===== src/rtl/slc_pkg.sv =====
`timescale 1ns/1ps
package slc_pkg;

  localparam int LVL_W     = 2;
  localparam int THR_LO    = 1;  // operand plain threshold (0.5)
  localparam int THR_HI    = 2;  // AND-type and start threshold (1.5)

  typedef struct packed {
    logic m;
    logic n;
    logic start;
  } slot_t;

  // function index -> stored programming bits {P1,P2,P3,P4}
  function automatic logic [3:0] idx_to_prog(input logic [3:0] k);
    return {k[3], ~k[2], ~k[1], k[0]};
  endfunction

  // evaluate programmed table; P2/P3 are kept in inverted form
  function automatic logic prog_eval(input logic [3:0] p, input logic m, input logic n);
    logic hi_half;
    logic lo_half;
    hi_half = n ? p[3] : ~p[2];
    lo_half = n ? ~p[1] : p[0];
    return m ? hi_half : lo_half;
  endfunction

  function automatic logic add_bit(input logic a, input logic b, input logic ci);
    return a ^ b ^ ci;
  endfunction

  function automatic logic add_carry(input logic a, input logic b, input logic ci);
    return (a & b) | (a & ci) | (b & ci);
  endfunction

endpackage


===== src/rtl/slc_threshold.sv =====
`timescale 1ns/1ps
module slc_threshold
  import slc_pkg::*;
#(
  parameter int LW = LVL_W
) (
  input  logic          clk,
  input  logic          rst_n,
  input  logic [LW-1:0] ab_lvl,
  input  logic [LW-1:0] cs_lvl,
  input  logic          cfg_and,
  input  logic          cfg_inv,
  output slot_t         slot_q
);

  localparam logic [LW-1:0] LO_T = LW'(THR_LO);
  localparam logic [LW-1:0] HI_T = LW'(THR_HI);

  logic  m_plain, m_and, c_bit, start_det;
  slot_t slot_d;

  assign m_plain   = (ab_lvl >= LO_T);
  assign m_and     = (ab_lvl >= HI_T);
  assign start_det = (cs_lvl >= HI_T);
  assign c_bit     = cs_lvl[0];

  always_comb begin
    slot_d.m     = cfg_and ? m_and : m_plain;
    slot_d.n     = c_bit ^ cfg_inv;
    slot_d.start = start_det;
  end

  // evaluate while clock high, hold while low
  always_ff @(negedge clk or negedge rst_n) begin
    if (!rst_n) slot_q <= '0;
    else        slot_q <= slot_d;
  end

  assert_and_decode_R4: assert property (@(negedge clk) disable iff (!rst_n)
    (cfg_and && ab_lvl < HI_T) |=> !slot_q.m);
  assert_plain_decode_R3: assert property (@(negedge clk) disable iff (!rst_n)
    (!cfg_and && ab_lvl != '0) |=> slot_q.m);
  assert_start_mark_R5: assert property (@(negedge clk) disable iff (!rst_n)
    (cs_lvl >= HI_T) |=> slot_q.start);
  assert_invert_R6: assert property (@(negedge clk) disable iff (!rst_n)
    (cfg_inv && !cs_lvl[0]) |=> slot_q.n);

endmodule


===== src/rtl/slc_binary.sv =====
`timescale 1ns/1ps
module slc_binary
  import slc_pkg::*;
(
  input  logic       clk,
  input  logic       rst_n,
  input  slot_t      slot_q,
  input  logic       cfg_add,
  input  logic       cfg_inv,
  input  logic [3:0] prog,
  output logic       res_q,
  output logic       carry_q
);

  logic carry_in, sum_bit, carry_nxt, fn_bit;

  assign carry_in  = slot_q.start ? cfg_inv : carry_q;
  assign sum_bit   = add_bit(slot_q.m, slot_q.n, carry_in);
  assign carry_nxt = add_carry(slot_q.m, slot_q.n, carry_in);
  assign fn_bit    = prog_eval(prog, slot_q.m, slot_q.n);

  // evaluate while clock low, store on rising edge
  always_ff @(posedge clk or negedge rst_n) begin
    if (!rst_n) begin
      res_q   <= 1'b0;
      carry_q <= 1'b0;
    end else begin
      res_q <= cfg_add ? sum_bit : fn_bit;
      if (cfg_add) carry_q <= carry_nxt;
    end
  end

  assert_carry_hold_R7: assert property (@(posedge clk) disable iff (!rst_n)
    !cfg_add |=> $stable(carry_q));
  assert_carry_equal_R8: assert property (@(posedge clk) disable iff (!rst_n)
    (cfg_add && !slot_q.start && slot_q.m == slot_q.n) |=> carry_q == $past(slot_q.m));
  assert_start_load_R9: assert property (@(posedge clk) disable iff (!rst_n)
    (cfg_add && slot_q.start && slot_q.m != slot_q.n) |=> carry_q == $past(cfg_inv));
  assert_start_sum_R9: assert property (@(posedge clk) disable iff (!rst_n)
    (cfg_add && slot_q.start && !slot_q.m && !slot_q.n) |=> res_q == $past(cfg_inv));

endmodule


===== src/rtl/serial_logic_cell.sv =====
`timescale 1ns/1ps
module serial_logic_cell
  import slc_pkg::*;
#(
  parameter int LW = LVL_W
) (
  input  logic          clk,
  input  logic          rst_n,
  input  logic [LW-1:0] ab_lvl_i,
  input  logic [LW-1:0] cs_lvl_i,
  input  logic          cfg_and_i,
  input  logic          cfg_inv_i,
  input  logic          cfg_add_i,
  input  logic [3:0]    cfg_func_i,
  output logic          res_o
);

  slot_t      slot_q;
  logic [3:0] prog;
  logic       carry_q;

  assign prog = idx_to_prog(cfg_func_i);

  slc_threshold #(.LW(LW)) u_thr (
    .clk     (clk),
    .rst_n   (rst_n),
    .ab_lvl  (ab_lvl_i),
    .cs_lvl  (cs_lvl_i),
    .cfg_and (cfg_and_i),
    .cfg_inv (cfg_inv_i),
    .slot_q  (slot_q)
  );

  slc_binary u_bin (
    .clk     (clk),
    .rst_n   (rst_n),
    .slot_q  (slot_q),
    .cfg_add (cfg_add_i),
    .cfg_inv (cfg_inv_i),
    .prog    (prog),
    .res_q   (res_o),
    .carry_q (carry_q)
  );

  assert_reset_R1: assert property (@(posedge clk)
    !rst_n |-> (res_o == 1'b0 && carry_q == 1'b0));

endmodule


===== config.mk =====
export PLATFORM = sky130hd
export DESIGN_NAME = serial_logic_cell
export DESIGN_NICKNAME = d
export VERILOG_FILES = /design/src/rtl/slc_pkg.sv /design/src/rtl/slc_threshold.sv /design/src/rtl/slc_binary.sv /design/src/rtl/serial_logic_cell.sv
export SDC_FILE = /design/constraint.sdc
export NUM_CORES = 1
export LEC_CHECK = 0
export ABC_AREA = 1
export BUFFER_PORTS_ARGS = -buffer_cell sky130_fd_sc_hd__buf_2
export CAP_MARGIN = 10
export CELL_PAD_IN_SITES_DETAIL_PLACEMENT = 0
export CELL_PAD_IN_SITES_GLOBAL_PLACEMENT = 1
export CORE_AREA = 2 2 39 41
export DETAILED_ROUTE_END_ITERATION = 16
export DIE_AREA = 0 0 41 43
export GPL_TIMING_DRIVEN = 0
export HOLD_SLACK_MARGIN = 0.1
export PLACE_DENSITY = 0.54
export SKIP_LAST_GASP = 1
export SYNTH_ARGS = -nofsm -noshare
export SYNTH_HDL_FRONTEND = slang
export SYNTH_SLANG_ARGS = --single-unit

===== constraint.sdc =====
create_clock -name clk -period 3.4 [get_ports clk]
set_input_delay 0.85 -clock clk [delete_from_list [all_inputs] [get_ports clk]]
set_output_delay 0.85 -clock clk [all_outputs]
set_load 0.03 [all_outputs]

==> out/results.txt, run 1 <==
crit end category - flop
# setup viols final - 0
placed cell areas - 337 um^2
Yosys warning count - 0
hold buffers post-CTS - 0
initial antenna violation count - 0
Max Slew Vio Count - 0
Worst EP required - 3.53 ns
Pleak - 0.220 nW
commonest non-fill, non-tap cells in the layout - 12 x buf_2, 10 x nand2_1, 9 x inv_1
Tot Pwr - 170 uW
Die Height - 43 um
most common cell after layout, fill and taps aside - buf_2
Initial DRC Count - 0
Clk pin slew, worst setup/hold paths - 0.05 ns
RSZ-0062 raised after global routing - no
Reg-to-Reg Start - u_thr.slot_q[0]
post-synthesis sequential area ratio - 48.8%
CORE AREA - 1380 um^2
routed len/inst - 6.70 um
Critical Path Fanout Max - 2
HPWL Detailed - 365 um
Final Hold Viols - 0
Synth Register Bits - 5
die width - 41 um
effective utilization at floorplan - 18.5%
htree depth - 1
pre-CTS setup slack - 0.429 ns
Mapped Area - 256 um^2
Final Cell Area - 364 um^2
Post-CTS Setup Bufs - 0
overall die area - 1760 um^2
CP Class - reg2reg
Hold WC Path Type - in2async
fillers - 160
CTS tree - done
GPL Wtd Cong - 0.644
min setup slack post-route - 0.456 ns
buffers added on ports - 12
WL final - 429 um
Crit path arrival time - 3.07 ns
hold slack - 0.409 ns
NumNets Final - 63
DR DRC count - 0
Max Cap Viol - 0
Final ANT Viol Nets - 0
Worst R2R Setup Slack - 0.46 ns
n_diodes - 0
CTS Root Cell - clkbuf_4
Detailed Routing Iterations Pass 1 - 1
Layout Utilization - 26.3%
Worst-Margin Slew - 0.214 ns
via/cell ratio - 3.44
Synth-to-Final Area Change - 42.0%
status - completed
Total Neg Setup Slack - 0 ns
Critical Path Source Type - flop
Post-Syn Nets - 46
Tot GR Track Use - 6.69%
DP Cell Count - 60
Site Rows - 14
fraction of layout cells with a size suffix above 1 - 33.3%
worst-skew pair later-pin latency - 0.26 ns
P per Cell Area - 468 nW/um^2
clock sinks - 5
clock buffer count from CTS - 3
IO Count - 14
Synth cell types - 10
Via Count - 220
area of the multi-input gates - 93.8 um^2
R2R cell count - 4
fin cells - 64
Resize count post-CTS - 0
first-pass GRT wire length - 683 um
RR Endpoint - u_bin.res_q
Register Area - 125 um^2
skew final - 0.0203 ns
Post-Synthesis Cells - 32
clk buf depth - 2
Rel. slew slack - 85.6%
worst vdd rail ir drop - 0.200 mV
gr ovfl total - 0
vias in the first global route - 182
syn_area_per_cell - 8.02 um^2
largest net degree at the start of global routing - 6
==> synth_stat cells <==
cell type | instances | area, um^2
clkbuf_1 | 1 | 3.75
dfrtn_1 | 3 | 75.1
dfrtp_1 | 2 | 50.1
fa_1 | 1 | 20.0
inv_1 | 9 | 33.8
nand2_1 | 10 | 37.5
nand3_1 | 2 | 10.0
o21ai_0 | 2 | 10.0
o21bai_1 | 1 | 7.51
xor2_1 | 1 | 8.76
==> report_power, final <==
part	internal (mW)	total [mW]	leakage, nW	switching, mW
Clock	0.0427	0.0700	0.0177	0.0273
Sequential	0.0665	0.0699	0.0584	0.00340
Combinational	0.0133	0.0304	0.144	0.0171
==> registers in the layout, summed over array words and instances, names as in the netlist <==
name	cells
u_bin.carry_q	1
u_bin.res_q	1
u_thr.slot_q	3
==> cells by family after synthesis <==
| kind of cell | share of synthesized area (%) |
|---|---|
| simple gates | 18.5 |
| buf+inv | 14.6 |
| flops | 48.8 |
| compound gates | 6.83 |
| xor+xnor | 3.42 |
| fa+ha+maj | 7.81 |
==> routing by layer <==
layer  track usage [%]  share of wire, %  vias to the layer above
li1                  -                 -                      124
met1              7.62                45                       81
met2              6.88                37                       13
met3              4.71                14                        2
met4              8.00               3.7                        0
met5                 0                 0                        -
==> worst max-delay path, cell delays in order (launching register included) <==
cell	delay, ns
dfrtn_1	0.33
o21ai_0	0.22
fa_1	0.45
nand2_1	0.07
nand2_1	0.05
==> worst max path at each step <==
stage,startpoint,to,slack (ns),cells after the start
detailed placement,cfg_inv_i,u_thr.slot_q[1],0.43,2
global route,u_thr.slot_q[0],u_bin.res_q,0.40,4
floorplan,u_thr.slot_q[0],u_bin.res_q,0.54,4
global placement,cfg_inv_i,u_thr.slot_q[1],0.43,2
CTS,u_thr.slot_q[0],u_bin.res_q,0.46,4
finish,u_thr.slot_q[0],u_bin.res_q,0.46,4
==> final cells by class <==
cell class              instances  area share [%]
multi-input cells              17            25.8
plain buffers                   1            1.03
clock buffers                   3            6.19
inverters                       9            9.28
well taps                      16            5.50
flip-flops and latches          5            34.4
clock inverters                 1            1.37
repair buffers                 12            16.5
Note: power is estimated with default switching activity, not from simulation.
==> run 2, diff against run 1 <==
SETUP_SLACK_MARGIN = 0.5   (was not set)
==> out/results.txt, run 2 (synthesized netlist as in run 1, its figures left out) <==
Tot GR Track Use - 6.69% (unchanged)
CORE AREA - 1380 um^2 (unchanged)
Crit path arrival time - 3.05 ns (-0.02 ns)
Tot Pwr - 171 uW (+0.15%)
clock buffer count from CTS - 3 (unchanged)
Layout Utilization - 26.3% (unchanged)
Cell Int Power - 123 uW (about the same)
Total Neg Setup Slack - 0 ns (unchanged)
HPWL Detailed - 365 um (unchanged)
P per Cell Area - 468 nW/um^2 (+0.15%)
Hold WC Path Type - in2async
gr ovfl total - 0 (unchanged)
htree depth - 1 (unchanged)
Synth-to-Final Area Change - 42.0% (unchanged)
first-pass GRT wire length - 683 um (unchanged)
routed len/inst - 6.70 um (unchanged)
worst-skew pair later-pin latency - 0.26 ns (about the same)
met1 WL - 193 um (unchanged)
skew final - 0.0203 ns (unchanged)
buffers added on ports - 12 (unchanged)
Worst-Margin Slew - 0.149 ns (-0.0648 ns)
worst vdd rail ir drop - 0.200 mV (unchanged)
fillers - 160 (unchanged)
fin cells - 64 (unchanged)
Max Slew Vio Count - 0 (unchanged)
vias in the first global route - 179 (-1.6%)
sequential power share - 41.0% (about the same)
Critical Path Fanout Max - 2 (unchanged)
n_diodes - 0 (unchanged)
Clk pin slew, worst setup/hold paths - 0.05 ns (about the same)
commonest non-fill, non-tap cells in the layout - 12 x buf_2, 10 x nand2_1, 9 x inv_1
CTS Root Cell - clkbuf_4
Worst R2R Setup Slack - 0.48 ns (+0.03 ns)
NumNets Final - 63 (unchanged)
Rel. slew slack - 90.0% (+4.4 points)
Final Hold Viols - 0 (unchanged)
Top Registers - u_thr.slot_q (3), u_bin.carry_q (1), u_bin.res_q (1)
Initial DRC Count - 0 (unchanged)
CTS tree - done
area of the multi-input gates - 93.8 um^2 (unchanged)
Max Cap Viol - 0 (unchanged)
via/cell ratio - 3.44 (unchanged)
GPL Wtd Cong - 0.644 (unchanged)
Pleak - 0.220 nW (about the same)
CP Class - reg2reg
clock share of power - 41.0% (about the same)
DR DRC count - 0 (unchanged)
WL final - 429 um (unchanged)
Die Height - 43 um (unchanged)
number of flip-flops in the largest register - 3 (unchanged)
RSZ-0062 raised after global routing - yes
Critical Path Source Type - flop
top layer in use - met4
Met2 Routed Length - 159 um (-0.63%)
met3 wire len - 59 um (unchanged)
Register Area - 125 um^2 (unchanged)
IO Count - 14 (unchanged)
initial antenna violation count - 0 (unchanged)
effective utilization at floorplan - 18.5% (unchanged)
hold slack - 0.409 ns (unchanged)
crit end category - flop
hold buffers post-CTS - 0 (unchanged)
combinational share of power - 18.0% (about the same)
clock sinks - 5 (unchanged)
Detailed Routing Iterations Pass 1 - 1 (unchanged)
status - completed
Site Rows - 14 (unchanged)
Post-CTS Setup Bufs - 0 (unchanged)
Final ANT Viol Nets - 0 (unchanged)
Switching Share - 28.1% (+0.043 points)
die width - 41 um (unchanged)
DP Cell Count - 60 (unchanged)
largest net degree at the start of global routing - 6 (unchanged)
Via Count - 220 (unchanged)
fraction of layout cells with a size suffix above 1 - 33.3% (unchanged)
largest reg by FF count - u_thr.slot_q
# setup viols final - 0 (unchanged)
R2R cell count - 5 (+1)
overall die area - 1760 um^2 (unchanged)
Psw - 47.9 uW (+0.30%)
Worst EP required - 3.53 ns (about the same)
most common cell after layout, fill and taps aside - buf_2
clk buf depth - 2 (unchanged)
run 2: layer usage:
layer  GRT usage [%]  vias up
met4            8.00        0
met3            4.71        2
li1                -      124
met5               0        -
met1            7.62       81
met2            6.88       13
run 2: final cells by class:
| cell class | count | share of cell area (%) |
|---|---|---|
| sequential | 5 | 34.4 |
| multi-input combinational | 17 | 25.8 |
| timing repair buffer | 12 | 16.5 |
| inverter | 9 | 9.28 |
| clock buffer | 3 | 6.19 |
| tap | 16 | 5.50 |
| clock inverter | 1 | 1.37 |
| buffer | 1 | 1.03 |
run 2: repair_timing:
item	in CTS	in global routing
pin swaps	0	0
gates resized for setup	1	0
setup endpoints to repair	1	1
endpoints found under the hold margin	0	0
run 2: final timing paths:
check / from / to
worst max register to register: u_thr.slot_q[0] / u_bin.res_q
min in group clk: u_bin.carry_q / u_bin.carry_q
worst min register to register: u_bin.carry_q / u_bin.carry_q
worst min-delay path: rst_n / u_bin.carry_q
max in group asynchronous: rst_n / u_thr.slot_q[1]
worst max-delay path: u_thr.slot_q[0] / u_bin.res_q
run 2: stage by stage:
stage / setup WS [ns] / cell area [um^2]
after floorplan: 0.545 / 256
after global placement: 0.429 / 337
after detailed placement: 0.429 / 337
after CTS: 0.479 / 364
after global routing: 0.413 / 364
final: 0.483 / 364
run 2: power groups by stage:
| stage | registers, mW | clock network (mW) | logic, mW |
|---|---|---|---|
| floorplan | 0.0754 | 0 | 0.0136 |
| global placement | 0.0712 | 0 | 0.0307 |
| detailed placement | 0.0711 | 0 | 0.0311 |
| CTS | 0.0701 | 0.0728 | 0.0315 |
| global route | 0.0709 | 0.0786 | 0.0361 |
| finish | 0.0699 | 0.0700 | 0.0307 |
run 2: worst max-delay path: stages (launching register included):
cell	delay, ns
dfrtn_1	0.40
nand2_1	0.05
o21ai_1	0.09
fa_1	0.43
nand2_1	0.07
nand2_1	0.05
